## config.mk

```make
export PLATFORM = sky130hd
export DESIGN_NAME = prm_rx_decoder
export DESIGN_NICKNAME = d
export VERILOG_FILES = /design/src/rtl/prm_pkg.sv /design/src/rtl/prm_hdlc_deframer.sv /design/src/rtl/prm_frame_check.sv /design/src/rtl/prm_history.sv /design/src/rtl/prm_rx_decoder.sv
export SDC_FILE = /design/constraint.sdc
export NUM_CORES = 1
export LEC_CHECK = 0
export CORE_MARGIN = 4
export CORE_UTILIZATION = 62
export CTS_CLUSTER_DIAMETER = 40
export DETAILED_ROUTE_END_ITERATION = 6
export DONT_BUFFER_PORTS = 1
export PLACE_DENSITY = 0.9
export SYNTH_ARGS = -nofsm -noshare
export SYNTH_HDL_FRONTEND = slang
export SYNTH_SLANG_ARGS = --single-unit
export TNS_END_PERCENT = 30
```

## constraint.sdc

```tcl
create_clock -name clk -period 2.4 [get_ports clk]
set_input_delay 0.6 -clock clk [delete_from_list [all_inputs] [get_ports clk]]
set_output_delay 0.6 -clock clk [all_outputs]
set_load 0.1 [all_outputs]
```

## src/rtl/prm_pkg.sv

```systemverilog
// Package: shared constants and the CRC-16 step for the message decoder.
// Assumes reflected (least significant bit first) bit order on the link.
package prm_pkg;
    localparam int STAT_W     = 8;
    localparam int HIST_DEPTH = 4;
    localparam logic [15:0] CRC_PRESET  = 16'hFFFF;
    localparam logic [15:0] CRC_RESIDUE = 16'hF0B8;
    localparam logic [15:0] CRC_POLY_R  = 16'h8408;
    localparam logic [STAT_W-1:0] NO_MSG_MASK = 8'h18;

    typedef logic [STAT_W-1:0] stat_t;

    // Advance the reflected CRC-16 by one byte, least significant bit first.
    function automatic logic [15:0] crc16_step(input logic [15:0] crc_in,
                                               input logic [7:0]  data);
        logic [15:0] c;
        logic        fb;
        c = crc_in;
        for (int i = 0; i < 8; i++) begin
            fb = c[0] ^ data[i];
            c  = c >> 1;
            if (fb) c = c ^ CRC_POLY_R;
        end
        return c;
    endfunction
endpackage

```

## src/rtl/prm_hdlc_deframer.sv

```systemverilog
// Module: flag hunt, zero removal and abort detection on the serial link.
// Emits each whole byte, a pulse per flag (with an alignment flag) and a
// pulse per abort of an open frame. Assumes one bit per bit_valid cycle.
// The closing flag's first six bits enter the byte shifter before they are
// recognised; a frame is whole only if exactly six such bits are pending.
module prm_hdlc_deframer (
    input  logic       clk,
    input  logic       rst_n,
    input  logic       bit_in,
    input  logic       bit_valid,
    output logic       byte_vld,
    output logic [7:0] byte_data,
    output logic       flag_pulse,
    output logic       flag_aligned,
    output logic       abort_pulse
);
    localparam logic [2:0] STUFF_RUN = 3'd5;
    localparam logic [2:0] FLAG_RUN  = 3'd6;
    localparam logic [2:0] RUN_MAX   = 3'd7;
    localparam logic [2:0] FLAG_TAIL = 3'd6;

    logic [2:0] ones_q;
    logic       in_frame_q;
    logic [7:0] shift_q;
    logic [2:0] pcnt_q;
    logic       data_take, flag_hit, abort_hit;
    logic [7:0] shift_next;

    // Classify the incoming bit: data, flag end, abort or stuffed zero.
    always_comb begin
        flag_hit   = bit_valid && !bit_in && (ones_q == FLAG_RUN);
        abort_hit  = bit_valid &&  bit_in && (ones_q == FLAG_RUN);
        data_take  = bit_valid && in_frame_q &&
                     ((bit_in && ones_q < STUFF_RUN) ||
                      (!bit_in && ones_q != STUFF_RUN && ones_q != FLAG_RUN));
        shift_next = {bit_in, shift_q[7:1]};
    end

    // Track the run of ones, frame state, byte assembly and event pulses.
    always_ff @(posedge clk) begin
        if (!rst_n) begin
            ones_q       <= '0;
            in_frame_q   <= 1'b0;
            shift_q      <= '0;
            pcnt_q       <= '0;
            byte_vld     <= 1'b0;
            byte_data    <= '0;
            flag_pulse   <= 1'b0;
            flag_aligned <= 1'b0;
            abort_pulse  <= 1'b0;
        end else begin
            byte_vld    <= 1'b0;
            flag_pulse  <= 1'b0;
            abort_pulse <= 1'b0;
            if (bit_valid) begin
                if (!bit_in)                ones_q <= '0;
                else if (ones_q != RUN_MAX) ones_q <= ones_q + 3'd1;
            end
            if (data_take) begin
                shift_q <= shift_next;
                if (pcnt_q == 3'd7) begin
                    pcnt_q    <= '0;
                    byte_vld  <= 1'b1;
                    byte_data <= shift_next;
                end else begin
                    pcnt_q <= pcnt_q + 3'd1;
                end
            end
            if (flag_hit) begin
                flag_pulse   <= 1'b1;
                flag_aligned <= in_frame_q && (pcnt_q == FLAG_TAIL);
                in_frame_q   <= 1'b1;
                pcnt_q       <= '0;
            end
            if (abort_hit) begin
                abort_pulse <= in_frame_q;
                in_frame_q  <= 1'b0;
            end
        end
    end
endmodule

```

## src/rtl/prm_frame_check.sv

```systemverilog
// Module: per-frame CRC-16 residue check, byte count and field capture.
// Emits one good or bad pulse per closed frame that held at least one byte.
// Assumes a byte strobe never coincides with a flag or abort pulse.
module prm_frame_check #(
    parameter int MSG_BYTES = 13,
    parameter int CUR_IDX   = 3,
    parameter int PREV_IDX  = 5
) (
    input  logic                 clk,
    input  logic                 rst_n,
    input  logic                 byte_vld,
    input  logic [7:0]           byte_data,
    input  logic                 flag_pulse,
    input  logic                 flag_aligned,
    input  logic                 abort_pulse,
    output logic                 msg_good,
    output logic                 msg_bad,
    output prm_pkg::stat_t       cur_byte,
    output prm_pkg::stat_t       prev_byte
);
    import prm_pkg::*;

    localparam int CNT_W = $clog2(MSG_BYTES + 2);
    localparam logic [CNT_W-1:0] CNT_SAT  = CNT_W'(MSG_BYTES + 1);
    localparam logic [CNT_W-1:0] CNT_FULL = CNT_W'(MSG_BYTES);
    localparam logic [CNT_W-1:0] CUR_AT   = CNT_W'(CUR_IDX);
    localparam logic [CNT_W-1:0] PREV_AT  = CNT_W'(PREV_IDX);

    logic [15:0]      crc_q;
    logic [CNT_W-1:0] cnt_q;
    logic             frame_ok;

    // A frame is good when whole, of the right length and CRC-clean.
    always_comb frame_ok = flag_aligned && (cnt_q == CNT_FULL) && (crc_q == CRC_RESIDUE);

    // Accumulate CRC and count per byte; judge and restart on each flag.
    always_ff @(posedge clk) begin
        if (!rst_n) begin
            crc_q     <= CRC_PRESET;
            cnt_q     <= '0;
            cur_byte  <= '0;
            prev_byte <= '0;
            msg_good  <= 1'b0;
            msg_bad   <= 1'b0;
        end else begin
            msg_good <= 1'b0;
            msg_bad  <= 1'b0;
            if (byte_vld) begin
                crc_q <= crc16_step(crc_q, byte_data);
                if (cnt_q != CNT_SAT)  cnt_q     <= cnt_q + CNT_W'(1);
                if (cnt_q == CUR_AT)   cur_byte  <= byte_data;
                if (cnt_q == PREV_AT)  prev_byte <= byte_data;
            end
            if (flag_pulse) begin
                if (cnt_q != '0) begin
                    msg_good <= frame_ok;
                    msg_bad  <= !frame_ok;
                end
                crc_q <= CRC_PRESET;
                cnt_q <= '0;
            end
            if (abort_pulse) begin
                crc_q <= CRC_PRESET;
                cnt_q <= '0;
            end
        end
    end
endmodule

```

## src/rtl/prm_history.sv

```systemverilog
// Module: one-second status history chain and errored-frame counter.
// Assumes a message pulse and sec_tick do not both carry meaning for the
// no-message rule: a message in the tick cycle counts as seen.
module prm_history #(
    parameter int ERR_W = 8
) (
    input  logic                                  clk,
    input  logic                                  rst_n,
    input  logic                                  msg_good,
    input  logic                                  msg_bad,
    input  prm_pkg::stat_t                        cur_byte,
    input  prm_pkg::stat_t                        prev_byte,
    input  logic                                  sec_tick,
    output prm_pkg::stat_t [prm_pkg::HIST_DEPTH-1:0] hist,
    output logic [ERR_W-1:0]                      err_count
);
    import prm_pkg::*;

    logic miss_q;
    logic seen_q;

    // Shift the chain on each message, or mark a silent second on the tick.
    always_ff @(posedge clk) begin
        if (!rst_n) begin
            hist   <= '0;
            miss_q <= 1'b0;
        end else if (msg_good || msg_bad) begin
            for (int i = HIST_DEPTH - 1; i >= 2; i--) hist[i] <= hist[i-1];
            hist[1] <= (msg_good && miss_q) ? prev_byte : hist[0];
            hist[0] <= msg_good ? cur_byte : '0;
            miss_q  <= msg_bad;
        end else if (sec_tick && !seen_q) begin
            for (int i = 0; i < HIST_DEPTH; i++) hist[i] <= hist[i] | NO_MSG_MASK;
        end
    end

    // Count errored frames, holding at the top value.
    always_ff @(posedge clk) begin
        if (!rst_n)                          err_count <= '0;
        else if (msg_bad && err_count != '1) err_count <= err_count + ERR_W'(1);
    end

    // Remember whether any frame finished during the current second.
    always_ff @(posedge clk) begin
        if (!rst_n)                     seen_q <= 1'b0;
        else if (sec_tick)              seen_q <= 1'b0;
        else if (msg_good || msg_bad)   seen_q <= 1'b1;
    end
endmodule

```

## src/rtl/prm_rx_decoder.sv

```systemverilog
// Module: top of the receive report-message decoder. Chains the deframer,
// the frame checker and the history. Assumes bit_in is already synchronous.
module prm_rx_decoder #(
    parameter int MSG_BYTES = 13,
    parameter int CUR_IDX   = 3,
    parameter int PREV_IDX  = 5,
    parameter int ERR_W     = 8
) (
    input  logic             clk,
    input  logic             rst_n,
    input  logic             bit_in,
    input  logic             bit_valid,
    input  logic             sec_tick,
    output logic [7:0]       hist0,
    output logic [7:0]       hist1,
    output logic [7:0]       hist2,
    output logic [7:0]       hist3,
    output logic [ERR_W-1:0] err_count
);
    import prm_pkg::*;

    logic       byte_vld;
    logic [7:0] byte_data;
    logic       flag_pulse, flag_aligned, abort_pulse;
    logic       msg_good, msg_bad;
    stat_t      cur_byte, prev_byte;
    stat_t [HIST_DEPTH-1:0] hist;

    prm_hdlc_deframer u_deframer (
        .clk          (clk),
        .rst_n        (rst_n),
        .bit_in       (bit_in),
        .bit_valid    (bit_valid),
        .byte_vld     (byte_vld),
        .byte_data    (byte_data),
        .flag_pulse   (flag_pulse),
        .flag_aligned (flag_aligned),
        .abort_pulse  (abort_pulse)
    );

    prm_frame_check #(
        .MSG_BYTES (MSG_BYTES),
        .CUR_IDX   (CUR_IDX),
        .PREV_IDX  (PREV_IDX)
    ) u_check (
        .clk          (clk),
        .rst_n        (rst_n),
        .byte_vld     (byte_vld),
        .byte_data    (byte_data),
        .flag_pulse   (flag_pulse),
        .flag_aligned (flag_aligned),
        .abort_pulse  (abort_pulse),
        .msg_good     (msg_good),
        .msg_bad      (msg_bad),
        .cur_byte     (cur_byte),
        .prev_byte    (prev_byte)
    );

    prm_history #(
        .ERR_W (ERR_W)
    ) u_history (
        .clk       (clk),
        .rst_n     (rst_n),
        .msg_good  (msg_good),
        .msg_bad   (msg_bad),
        .cur_byte  (cur_byte),
        .prev_byte (prev_byte),
        .sec_tick  (sec_tick),
        .hist      (hist),
        .err_count (err_count)
    );

    assign hist0 = hist[0];
    assign hist1 = hist[1];
    assign hist2 = hist[2];
    assign hist3 = hist[3];
endmodule

```

==> results of run 1 <==
cell usage in the layout, fill, tap and decap left out, types with 2 or more instances in the layout:
master,netlist,final
sky130_fd_sc_hd__dfxtp_1,106,106
sky130_fd_sc_hd__nand2_1,92,92
sky130_fd_sc_hd__nor2_1,64,64
sky130_fd_sc_hd__a21oi_1,56,56
sky130_fd_sc_hd__buf_4,0,48
sky130_fd_sc_hd__nand3_1,23,23
sky130_fd_sc_hd__xnor2_1,20,20
sky130_fd_sc_hd__o21ai_0,19,19
sky130_fd_sc_hd__ha_1,12,12
sky130_fd_sc_hd__xor2_1,11,11
sky130_fd_sc_hd__mux2i_1,10,10
sky130_fd_sc_hd__clkbuf_8,0,9
sky130_fd_sc_hd__inv_1,7,7
sky130_fd_sc_hd__nor3_1,7,7
sky130_fd_sc_hd__o22ai_1,6,6
sky130_fd_sc_hd__a311oi_1,6,6
sky130_fd_sc_hd__or3_1,6,6
sky130_fd_sc_hd__nor3b_1,6,6
sky130_fd_sc_hd__nand4_1,4,4
sky130_fd_sc_hd__a31oi_1,5,4
sky130_fd_sc_hd__and2_1,3,3
sky130_fd_sc_hd__inv_6,0,3
sky130_fd_sc_hd__nand2b_1,2,2
sky130_fd_sc_hd__nand4b_1,2,2
sky130_fd_sc_hd__and4_1,2,2
sky130_fd_sc_hd__nand3b_1,2,2
sky130_fd_sc_hd__o211ai_1,2,2
sky130_fd_sc_hd__clkinv_8,0,2
cell type report:
cell class / count / area, um2
Clock buffer: 9 / 124
Clock inverter: 7 / 78.8
Fill cell: 490 / 1910
Inverter: 8 / 30.0
Multi-Input combinational cell: 373 / 2080
Sequential cell: 106 / 2120
Tap cell: 96 / 120
Timing Repair Buffer: 48 / 360
critical path, stage by stage (launching register included):
cell,delay [ns]
sky130_fd_sc_hd__dfxtp_1,0.44
sky130_fd_sc_hd__inv_1,0.07
sky130_fd_sc_hd__ha_1,0.23
sky130_fd_sc_hd__or3_1,0.35
sky130_fd_sc_hd__a31oi_2,0.18
sky130_fd_sc_hd__buf_4,0.27
sky130_fd_sc_hd__mux2i_1,0.28
sky130_fd_sc_hd__nor2_1,0.08
final timing paths:
path                              from                    to  slack [ns]  cells past startpoint
setup / recovery  u_deframer.ones_q[0]  u_deframer.pcnt_q[2]        0.40                      7
hold / removal                sec_tick      u_history.seen_q        0.28                      1
setup reg to reg  u_deframer.ones_q[0]  u_deframer.pcnt_q[2]        0.40                      7
hold reg to reg     u_history.hist[26]    u_history.hist[26]        0.46                      2
cell families (layout without fill, tap and decap cells):
logic type,count (synthesis),in the layout,share of synthesized area
flip-flops,106,106,0.485
adder cells (fa/ha/maj),12,12,0.0343
buffers and inverters,38,72,0.0395
multiplexers,10,10,0.0229
AND/OR/NAND/NOR,222,222,0.230
AO/OA/AOI/OAI,98,98,0.126
XOR/XNOR,31,31,0.0621
routing by layer:
metal / GRT usage / part of all wire / up-vias
li1: - / - / 1823
met2: 0.378 / 0.49 / 94
met3: 0.0492 / 0.055 / 23
met1: 0.261 / 0.43 / 1689
met4: 0.110 / 0.027 / 0
met5: 0 / 0 / -
flip-flops by register name (all words and copies together), names as in the netlist:
register,cells
u_deframer.flag_aligned,1
u_deframer.ones_q,3
u_deframer.pcnt_q,3
u_history.seen_q,1
u_check.msg_good,1
u_deframer.in_frame_q,1
u_check.cur_byte,8
u_check.crc_q,16
u_check.msg_bad,1
u_history.miss_q,1
u_check.prev_byte,8
u_deframer.byte_data,8
u_deframer.byte_vld,1
u_check.cnt_q,4
u_deframer.shift_q,7
u_deframer.flag_pulse,1
u_history.err_count,8
u_deframer.abort_pulse,1
u_history.hist,32
power groups by stage:
stage / clock (mW) / sequential [mW] / combinational (mW)
detailed placement: 0 / 1.82 / 0.141
finish: 1.09 / 1.78 / 0.142
floorplan: 0 / 1.89 / 0.0458
CTS: 1.11 / 1.78 / 0.142
global route: 1.19 / 1.78 / 0.149
global placement: 0 / 1.82 / 0.139
synth_stat cells (all sizes together) (3+ instances only):
| cell type | n |
|---|---|
| a21oi | 56 |
| buf | 7 |
| nor2 | 64 |
| a31oi | 5 |
| a311oi | 6 |
| nor3 | 7 |
| mux2i | 10 |
| and2 | 3 |
| nor3b | 7 |
| ha | 12 |
| nand3 | 23 |
| o22ai | 6 |
| or3 | 6 |
| nand4 | 4 |
| inv | 8 |
| xnor2 | 20 |
| o21ai | 19 |
| dfxtp | 106 |
| nand2 | 92 |
| clkbuf | 23 |
| xor2 | 11 |
metrics by stage:
stage                      util  hold WS (ns)  total power [mW]  std cells  area (um2)
after floorplan               -         0.432              1.93        517        4370
after global placement    0.690         0.438              1.95        631        4720
after detailed placement  0.690         0.448              1.96        631        4720
after CTS                 0.720         0.274              3.03        647        4920
after global routing      0.720         0.265              3.12        647        4920
final                     0.720         0.282              3.01        647        4920
==> results summary, run 1 <==
The synthesized netlist contains 44 unique library cells. In this run, the number of DRC markers left after iteration 0 of detailed routing was 189. The critical path start-end classification is reg -> reg. The final worst clock skew came out at 0.0219 ns. The die covers 8460 um2.

The total wire length after detailed routing is 9030 um. In this run, post-CTS hold repair placed 0 buffers. The number of antenna violations at the first check in global routing came out at 0. The per-cell routed wire length came out at 14.0 um. The final-report hold violation count came out at 0.

The sequential element share of the synthesized area came out at 0.485. The share of async-settable or async-resettable flops after synthesis came out at 0. The area growth from synthesis to layout came out at 12.5%. The data arrival at the endpoint of the critical path came out at 2.27 ns.

Prior to clock tree synthesis, the placed netlist has a worst setup slack of 0.456 ns. The wire length of the first global-routing pass came out at 15200 um. The peak fanout along the critical path is 18. The number of sinks driven by the clock tree is 106. In this run, synthesis inferred 0 flip-flops with an integrated enable. The final net count is 563.

The floorplan die width is 92.0 um. The later pin in the worst-skew pair is clocked with a latency of 0.39 ns. The die boundary height is 92.0 um. The clock transition at the registers of the reported paths came out at 0.11 ns.

The Yosys step of the flow raised 0 warnings. After synthesis, the cell types taking the most area are sky130_fd_sc_hd__dfxtp_1 49%, sky130_fd_sc_hd__nand2_1 7.9%, sky130_fd_sc_hd__a21oi_1 6.4%. The static power due to leakage came out at 1.83 nW. For this run, the leading register cell type out of synthesis is sky130_fd_sc_hd__dfxtp_1.

Static timing analysis puts the maximum clock frequency at 499 MHz. Power spread over the standard cell area amounts to 612 nW/um2. Cell internal power was estimated by the tool at 2.21 mW. STA classifies the critical path endpoint as a register. The combinational group share of total power is 0.047. The via count came out at 3629.

The net count of the mapped netlist is 534. The post-CTS setup-driven buffer insertion count came out at 0. Summed over all nets, the half-perimeter wirelength after detailed placement is 6320 um.

The switching power total is 0.801 mW. The type of the tightest min-delay check is in -> reg. Max-cap violations in this run came to 0. The routability congestion estimate came out at 0.894. Once routing completed, OpenROAD measured the worst setup slack at 0.398 ns. The required time of the critical path came out at 2.67 ns. In this run the count of I/O pins placed on the die edge is 45. The share of final-layout standard cells stronger than drive strength 1 is 0.131. The fraction of power consumed by the clock network is 0.363. The number of core rows is 30. The setup TNS is 0 ns. The total routing resource utilization after global routing is 0.221. VDD sags by at most 0.271 mV. In this run the remaining antenna-violating nets after routing total 0. Setup repair after global routing left no endpoint under its margin. The synthesized instance count came out at 517. The fraction of power spent switching nets is 0.266. The via count of the first global-routing pass came to 3360. sky130_fd_sc_hd__dfxtp_1 takes more of the synthesized area than any other cell. The clock root buffer is sky130_fd_sc_hd__clkbuf_8. The core region area came out at 6830 um2. The time the worst path needs with I/O delays and setup is 2.00 ns. The post-synthesis instance area is 4370 um2. The post-synthesis sequential element count came out at 106. The actual transition at the worst max-transition pin came out at 1.03 ns. The maximum buffer depth of the clock tree is 2.

The TritonCTS clock tree is built. The category of the worst setup path launch point is a register. The H-tree generated during clock tree synthesis spans 3 levels. The number of max-slew violations in the final report is 0. The flow ran to the end, and the final reports show no timing, DRC or antenna violations. The pin count of the biggest net entering global routing came out at 78.

In the routed design, unresolved DRC markers number 0. The final critical-path share of the clock period came out at 0.834. The number of port buffers is 0. The first-pass detailed-route iteration total is 4.

The number of inserted diodes came out at 0. The post-cts resize count is 0. The post-synthesis area per instance is 8.46 um2. The initial core utilization is 0.640.

The TritonCTS buffer count is 9. Measured against its own limit, the worst slew margin works out to 0.310. The sequential power share came out at 0.590. The share of the synthesized area in the top cell type came out at 0.485.

The total congestion overflow after global routing came out at 0. The final count of negative-setup-slack endpoints is 0. The average vias per placed instance is 5.61.
Note: power is estimated with default switching activity, not from simulation.
==> run 2, diff against run 1 <==
CORE_UTILIZATION = 56   (was 62)
PLACE_DENSITY = 0.86   (was 0.9)
clock period = 1.7 ns   (was 2.4 ns; I/O delays follow)
==> run 2 against run 1 <==
The run now ends with negative setup slack left; clock skew is 0.014 ns lower; first-iteration DRC count is 21% lower; sequential power is 40% higher; largest power group unchanged; die area is 9.8% higher.
==> results summary, run 2 (synthesis results as in run 1) <==
Outcome: finished, violations left (was finished, final reports clean). The final reports fail on negative setup slack. The first-iteration detailed-routing DRC count came to 150 (was 189).

The largest register by flop count is u_history.hist (unchanged). The TritonCTS buffer count is 9 (unchanged). The final net count is 576 (was 563).

The post-route worst hold slack was 0.122 ns (was 0.282 ns). The fraction of power spent switching nets came out at 0.241 (was 0.266). The maximum buffer depth of the clock tree is 2 (unchanged). The final count of negative-setup-slack endpoints came to 16 (was 0).

The setup TNS came to -0.352 ns (was 0 ns). The core region area came out at 7410 um2 (was 6830 um2). The first-pass detailed-route iteration total was 4 (unchanged). The number of instances on the worst hold path came out at 1 (unchanged). The internal power contribution is 3.27 mW (was 2.21 mW). The clock latency on the worst-skew pair was 0.37 ns (was 0.39 ns).

The total area of multi-input combinational cells is 2110 um2 (was 2080 um2). The peak fanout along the critical path was 9 (was 18). The final worst clock skew came out at 0.00804 ns (was 0.0219 ns).

The combinational group share of total power is 0.049 (was 0.047). Unrepaired setup endpoints after global routing: yes (was no). The cell area power density is 844 nW/um2 (was 612 nW/um2). The number of max-slew violations in the final report came out at 0 (unchanged). The data arrival at the endpoint of the critical path is 1.99 ns (was 2.27 ns). The number of nets still failing antenna checks after routing came to 0 (unchanged). The category of the worst setup path launch point is a register (unchanged). The sequential power share is 0.581 (was 0.590). The final worst-path setup slack is -0.0521 ns (was 0.398 ns). The number of violations of the max-capacitance limit is 0 (unchanged). The initial core utilization is 0.590 (was 0.640).

The cell depth of the worst flop-to-flop path is 7 (unchanged). The fraction of power consumed by the clock network was 0.371 (was 0.363). Highest-count cells in the layout ignoring fill and taps: 96 x sky130_fd_sc_hd__dfxtp_1, 92 x sky130_fd_sc_hd__nand2_1, 64 x sky130_fd_sc_hd__nor2_1, 59 x sky130_fd_sc_hd__buf_4, 56 x sky130_fd_sc_hd__a21oi_1 (was 106 x sky130_fd_sc_hd__dfxtp_1, 92 x sky130_fd_sc_hd__nand2_1, 64 x sky130_fd_sc_hd__nor2_1, 56 x sky130_fd_sc_hd__a21oi_1, 48 x sky130_fd_sc_hd__buf_4). The number of core rows came out at 31 (was 30). The static power due to leakage is 1.91 nW (was 1.83 nW). The total routing resource utilization after global routing is 0.211 (was 0.221). The post-placement cell count came out at 643 (was 631). The number of port buffers came out at 0 (unchanged).

The share of final-layout standard cells stronger than drive strength 1 is 0.179 (was 0.131). The type of the tightest min-delay check is in -> reg (unchanged). The peak supply drop came out at 0.511 mV (was 0.271 mV). The average vias per placed instance is 5.43 (was 5.61). The residual DRC count came to 0 (unchanged).

The area growth from synthesis to layout came out at 16.7% (was 12.5%). The peak clock frequency supported by timing came out at 571 MHz (was 499 MHz). The number of antenna violations at the first check in global routing is 0 (unchanged). The routability congestion estimate is 0.840 (was 0.894). The TritonCTS clock tree is built (unchanged).

The clock root buffer is sky130_fd_sc_hd__clkbuf_8 (unchanged). The reg2reg setup slack is -0.05 ns (was 0.40 ns). The number of sinks driven by the clock tree is 106 (unchanged).

The required time of the critical path is 1.94 ns (was 2.67 ns). The number of filler instances in the final layout is 542 (was 490). The hold buffer count at CTS came to 0 (unchanged). The worst slack at placement came to -0.0814 ns (was 0.456 ns).

The area of the die came out at 9290 um2 (was 8460 um2). The commonest non-fill, non-tap cell in the layout is sky130_fd_sc_hd__dfxtp_1 (unchanged). The floorplan die width is 96.4 um (was 92.0 um).

The pin count of the biggest net entering global routing came to 74 (was 78). The final-report hold violation count came out at 0 (unchanged). The number of I/O pins came out at 45 (unchanged). The number of levels in the clock H-tree is 3 (unchanged). The final critical-path share of the clock period is 1.03 (was 0.834).

The relative slew slack came to 0.515 (was 0.310). Biggest regs: u_history.hist: 32 flops, u_check.crc_q: 16 flops (unchanged). The per-cell routed wire length is 14.3 um (was 14.0 um). The flip-flop count of the largest register after layout was 32 (unchanged). The switching power total is 1.04 mW (was 0.801 mW).

The total congestion overflow after global routing came out at 0 (unchanged). The actual transition at the worst max-transition pin was 0.728 ns (was 1.03 ns). The final cell count without fillers came out at 663 (was 647). The critical path start-end classification is reg -> reg (unchanged). The via count of the first global-routing pass was 3548 (was 3360). The via count was 3600 (was 3629). The number of inserted diodes was 0 (unchanged). The area occupied by registers was 2140 um2 (was 2120 um2). The total wire length after detailed routing is 9470 um (was 9030 um). The placed wire-length estimate is 6750 um (was 6320 um). The die boundary height was 96.4 um (was 92.0 um). The clock transition at the registers of the reported paths is 0.10 ns (was 0.11 ns).

The kind of capture point of the worst setup path is a register (unchanged). The wire length of the first global-routing pass is 15600 um (was 15200 um). The time the worst path needs with I/O delays and setup is 1.75 ns (was 2.00 ns).
## run 2: path summary, 6_finish.rpt
check,from,to
hold / removal,sec_tick,u_history.seen_q
hold reg to reg,u_check.cur_byte[3],u_history.hist[3]
setup / recovery,u_deframer.ones_q[1],u_deframer.shift_q[6]
setup reg to reg,u_deframer.ones_q[1],u_deframer.shift_q[6]
## run 2: power groups by stage
stage	Combinational (mW)	Sequential [mW]	Clock, mW
floorplan	0.0648	2.66	0
global placement	0.200	2.56	0
detailed placement	0.205	2.56	0
CTS	0.209	2.50	1.63
global route	0.221	2.51	1.72
finish	0.209	2.50	1.60
## run 2: cell type report
type                    count  share of cell area
repair buffers             61              0.0961
well taps                  99              0.0243
flip-flops and latches    106               0.420
inverters                   8             0.00589
clock buffers              10              0.0270
clock inverters             6              0.0140
multi-input cells         373               0.413
## run 2: repair_timing
item | 4_1_cts | 5_1_grt
buffers inserted | 2 | 1
hold endpoints to repair | 0 | 0
gates cloned | 1 | 0
gates resized for setup | 6 | 2
setup endpoints to repair | 8 | 18
pin swaps | 0 | 1
## run 2: stage by stage
stage / power, mW / util / cell area, um2
floorplan: 2.73 / - / 4390
global placement: 2.76 / 0.651 / 4820
detailed placement: 2.77 / 0.651 / 4820
CTS: 4.34 / 0.688 / 5100
global route: 4.45 / 0.689 / 5100
finish: 4.31 / 0.689 / 5100
## run 2: worst max-delay path, stage by stage (launching register included)
cell and delay (ns):
sky130_fd_sc_hd__dfxtp_2 0.37, sky130_fd_sc_hd__inv_2 0.04, sky130_fd_sc_hd__ha_2 0.16, sky130_fd_sc_hd__or3_4 0.38
sky130_fd_sc_hd__a31oi_4 0.24, sky130_fd_sc_hd__buf_12 0.17, sky130_fd_sc_hd__mux2i_2 0.21, sky130_fd_sc_hd__nor2_1 0.06
## run 2: routing by layer
metal	track usage	wire (um)
met1	0.229	3860
met2	0.400	4890
met3	0.0586	595
met4	0.0549	125
met5	0	0
==> run 3, diff against run 2 <==
SKIP_CTS_REPAIR_TIMING = 1   (was unset)
SLEW_MARGIN = 5   (was unset)
==> run 3 against run 2 <==
The flow still finishes with violations (negative setup slack); combinational power is essentially flat; final cell count shrank 0.15%; sequential power is essentially flat; clock skew shrank 0.0014 ns; sequential share of layout area is essentially flat; critical path depth grew 1; total power grew 0.16%; critical endpoint is now u_deframer.byte_data[5].
==> results summary, run 3 (synthesis results as in run 1) <==
Outcome: finished, violations left (unchanged). Violated checks: negative setup slack (unchanged). The data arrival at the endpoint of the critical path is 2.11 ns (was 1.99 ns).

The initial core utilization is 0.590 (unchanged). The placed wire-length estimate is 6750 um (unchanged). The area of the die is 9290 um2 (unchanged). The first-iteration detailed-routing DRC count came out at 142 (was 150). The number of violations of the max-capacitance limit is 0 (unchanged). The final-report hold violation count is 0 (unchanged). The number of antenna violations at the first check in global routing was 0 (unchanged).

The time the worst path needs with I/O delays and setup is 1.81 ns (was 1.75 ns). The global-route track usage on met2 came to 0.391 (was 0.400). The clock latency on the worst-skew pair was 0.37 ns (about the same).

The end point of the critical path is u_deframer.byte_data[5] (was u_deframer.shift_q[6]). The switching power total is 1.05 mW (was 1.04 mW). The die boundary height came out at 96.4 um (unchanged). The share of final-layout standard cells stronger than drive strength 1 is 0.178 (was 0.179).

The total routing resource utilization after global routing came to 0.208 (was 0.211). Unrepaired setup endpoints after global routing: yes (unchanged). The commonest non-fill, non-tap cell in the layout is sky130_fd_sc_hd__dfxtp_1 (unchanged). The via count came to 3604 (was 3600). The final worst-path setup slack came out at -0.105 ns (was -0.0521 ns). The worst slack at placement is -0.0814 ns (unchanged). The average vias per placed instance came out at 5.44 (was 5.43). The type of the tightest min-delay check is in -> reg (unchanged). The reg2reg setup slack is -0.11 ns (was -0.05 ns).

Highest-count cells in the layout ignoring fill and taps: 96 x sky130_fd_sc_hd__dfxtp_1, 92 x sky130_fd_sc_hd__nand2_1, 64 x sky130_fd_sc_hd__nor2_1, 58 x sky130_fd_sc_hd__buf_4, 56 x sky130_fd_sc_hd__a21oi_1 (was 96 x sky130_fd_sc_hd__dfxtp_1, 92 x sky130_fd_sc_hd__nand2_1, 64 x sky130_fd_sc_hd__nor2_1, 59 x sky130_fd_sc_hd__buf_4, 56 x sky130_fd_sc_hd__a21oi_1). The total wire length after detailed routing was 9500 um (was 9470 um). The critical path start-end classification is reg -> reg (unchanged). The routability congestion estimate is 0.840 (unchanged).

The largest stage delay on the critical path came out at 0.40 ns (was 0.38 ns). The pin count of the biggest net entering global routing is 74 (unchanged). The total congestion overflow after global routing is 0 (unchanged). The area growth from synthesis to layout is 16.7% (about the same). The maximum buffer depth of the clock tree came to 2 (unchanged). The met1 track demand over resource is 0.226 (was 0.229).

Biggest regs: u_history.hist: 32 flops, u_check.crc_q: 16 flops (unchanged). The end of the worst register-to-register path is u_deframer.byte_data[5] (was u_deframer.shift_q[6]). The TritonCTS clock tree is built (unchanged). The number of max-slew violations in the final report is 0 (unchanged). The fraction of met3 tracks used by global routing came out at 0.0586 (unchanged).

The final net count came to 575 (was 576). The per-cell routed wire length came to 14.4 um (was 14.3 um). The slowest stage cell on the critical path is sky130_fd_sc_hd__or3_4 (unchanged). The residual DRC count is 0 (unchanged). The number of I/O pins is 45 (unchanged). The cell type group with the largest total delay on the critical path was simple AND/OR/NAND/NOR gates (unchanged). The combinational group share of total power came out at 0.048 (was 0.049).

The final count of negative-setup-slack endpoints came out at 16 (unchanged). The total area of multi-input combinational cells was 2120 um2 (was 2110 um2). The peak supply drop is 0.515 mV (was 0.511 mV). The first-pass detailed-route iteration total came to 4 (unchanged). The post-route cell area came to 5100 um2 (about the same). The startpoint of the worst setup timing path is u_deframer.ones_q[1] (unchanged). The fraction of power spent switching nets came out at 0.242 (was 0.241). The required time of the critical path came to 2.00 ns (was 1.94 ns). The via count of the first global-routing pass came out at 3501 (was 3548). The number of sinks driven by the clock tree is 106 (unchanged). The number of inserted diodes came out at 0 (unchanged). The clock transition at the registers of the reported paths is 0.10 ns (about the same). The wire length of the first global-routing pass came out at 15300 um (was 15600 um). The relative slew slack is 0.516 (was 0.515). The number of nets still failing antenna checks after routing is 0 (unchanged). The peak clock frequency supported by timing came out at 554 MHz (was 571 MHz). The number of levels in the clock H-tree came out at 3 (unchanged).

The largest register by flop count was u_history.hist (unchanged). The number of buffer and inverter instances along the worst setup path is 3 (was 2). The actual transition at the worst max-transition pin is 0.726 ns (was 0.728 ns).

The category of the worst setup path launch point was a register (unchanged). The sequential power share is 0.580 (was 0.581). The clock root buffer was sky130_fd_sc_hd__clkbuf_8 (unchanged).

The total stage count of the critical path is 8 (was 7). The post-route worst hold slack is 0.116 ns (was 0.122 ns). The flip-flop count of the largest register after layout came out at 32 (unchanged). The kind of capture point of the worst setup path is a register (unchanged). The area occupied by registers came out at 2140 um2 (about the same). The highest-utilization routing layer at the global route stage was met2 (unchanged). The final critical-path share of the clock period came out at 1.06 (was 1.03).

The cell area power density came out at 845 nW/um2 (was 844 nW/um2). The core region area came out at 7410 um2 (unchanged). The TritonCTS buffer count came out at 9 (unchanged). The cell depth of the worst flop-to-flop path is 8 (was 7). The fraction of power consumed by the clock network was 0.372 (was 0.371). The floorplan die width was 96.4 um (unchanged).

The internal power contribution came out at 3.27 mW (about the same). The number of filler instances in the final layout is 545 (was 542). The number of port buffers is 0 (unchanged). The final worst clock skew is 0.00664 ns (was 0.00804 ns). CP Cell Sequence: inv_2 -> ha_4 -> or3_4 -> a31oi_4 -> buf_12 -> buf_4 -> nand3_1 -> a21oi_1 (was inv_2 -> ha_2 -> or3_4 -> a31oi_4 -> buf_12 -> mux2i_2 -> nor2_1). The instance area at placement came out at 4820 um2 (unchanged). The static power due to leakage is 1.91 nW (about the same). The startpoint of the most critical register-to-register path is u_deframer.ones_q[1] (unchanged).

The peak fanout along the critical path came out at 8 (was 9). The number of core rows came out at 31 (unchanged).
run 3: changes by cell type in the layout (fill, tap and decap cells not counted):
cell	before	now
sky130_fd_sc_hd__buf_16	1	0
sky130_fd_sc_hd__buf_4	59	58
sky130_fd_sc_hd__clkbuf_16	0	1
sky130_fd_sc_hd__dfxtp_2	7	6
sky130_fd_sc_hd__dfxtp_4	3	4
sky130_fd_sc_hd__ha_2	2	1
sky130_fd_sc_hd__ha_4	0	1
run 3: final cells by class:
type	count	area share
sequential	106	0.420
multi-input combinational	373	0.415
timing repair buffer	60	0.0941
clock buffer	10	0.0270
tap	99	0.0243
clock inverter	6	0.0140
inverter	8	0.00588
run 3: worst min path at each step:
stage / start / endpoint / cells after the start
4_1_cts: sec_tick / u_history.seen_q / 1
3_3_place_gp: u_history.hist[25] / u_history.hist[25] / 2
5_1_grt: sec_tick / u_history.seen_q / 1
2_1_floorplan: u_check.cur_byte[3] / u_history.hist[3] / 2
3_5_place_dp: u_history.hist[29] / u_history.hist[29] / 2
6_report: sec_tick / u_history.seen_q / 1
run 3: layer usage:
layer  wire length [um]  part of all wire  vias to the layer above
met5                  0                 0                        -
met4                169             0.018                        0
met3                602             0.063                       16
met2               4820              0.51                       96
met1               3920              0.41                     1659
li1                   -                 -                     1833
run 3: through the flow:
| stage | power, mW | utilization | std cells | TNS [ns] |
|---|---|---|---|---|
| floorplan | 2.73 | - | 517 | -0.0408 |
| global placement | 2.76 | 0.651 | 643 | 0 |
| finish | 4.32 | 0.689 | 662 | -0.874 |
| detailed placement | 2.77 | 0.651 | 643 | -0.461 |
| global route | 4.44 | 0.689 | 662 | -1.98 |
| CTS | 4.34 | 0.679 | 659 | -0.547 |
run 3: power by group through the flow:
stage / logic [mW] / registers [mW] / clock network [mW]
floorplan: 0.0648 / 2.66 / 0
global placement: 0.200 / 2.56 / 0
detailed placement: 0.205 / 2.56 / 0
CTS: 0.205 / 2.50 / 1.63
global route: 0.221 / 2.50 / 1.72
finish: 0.209 / 2.50 / 1.60
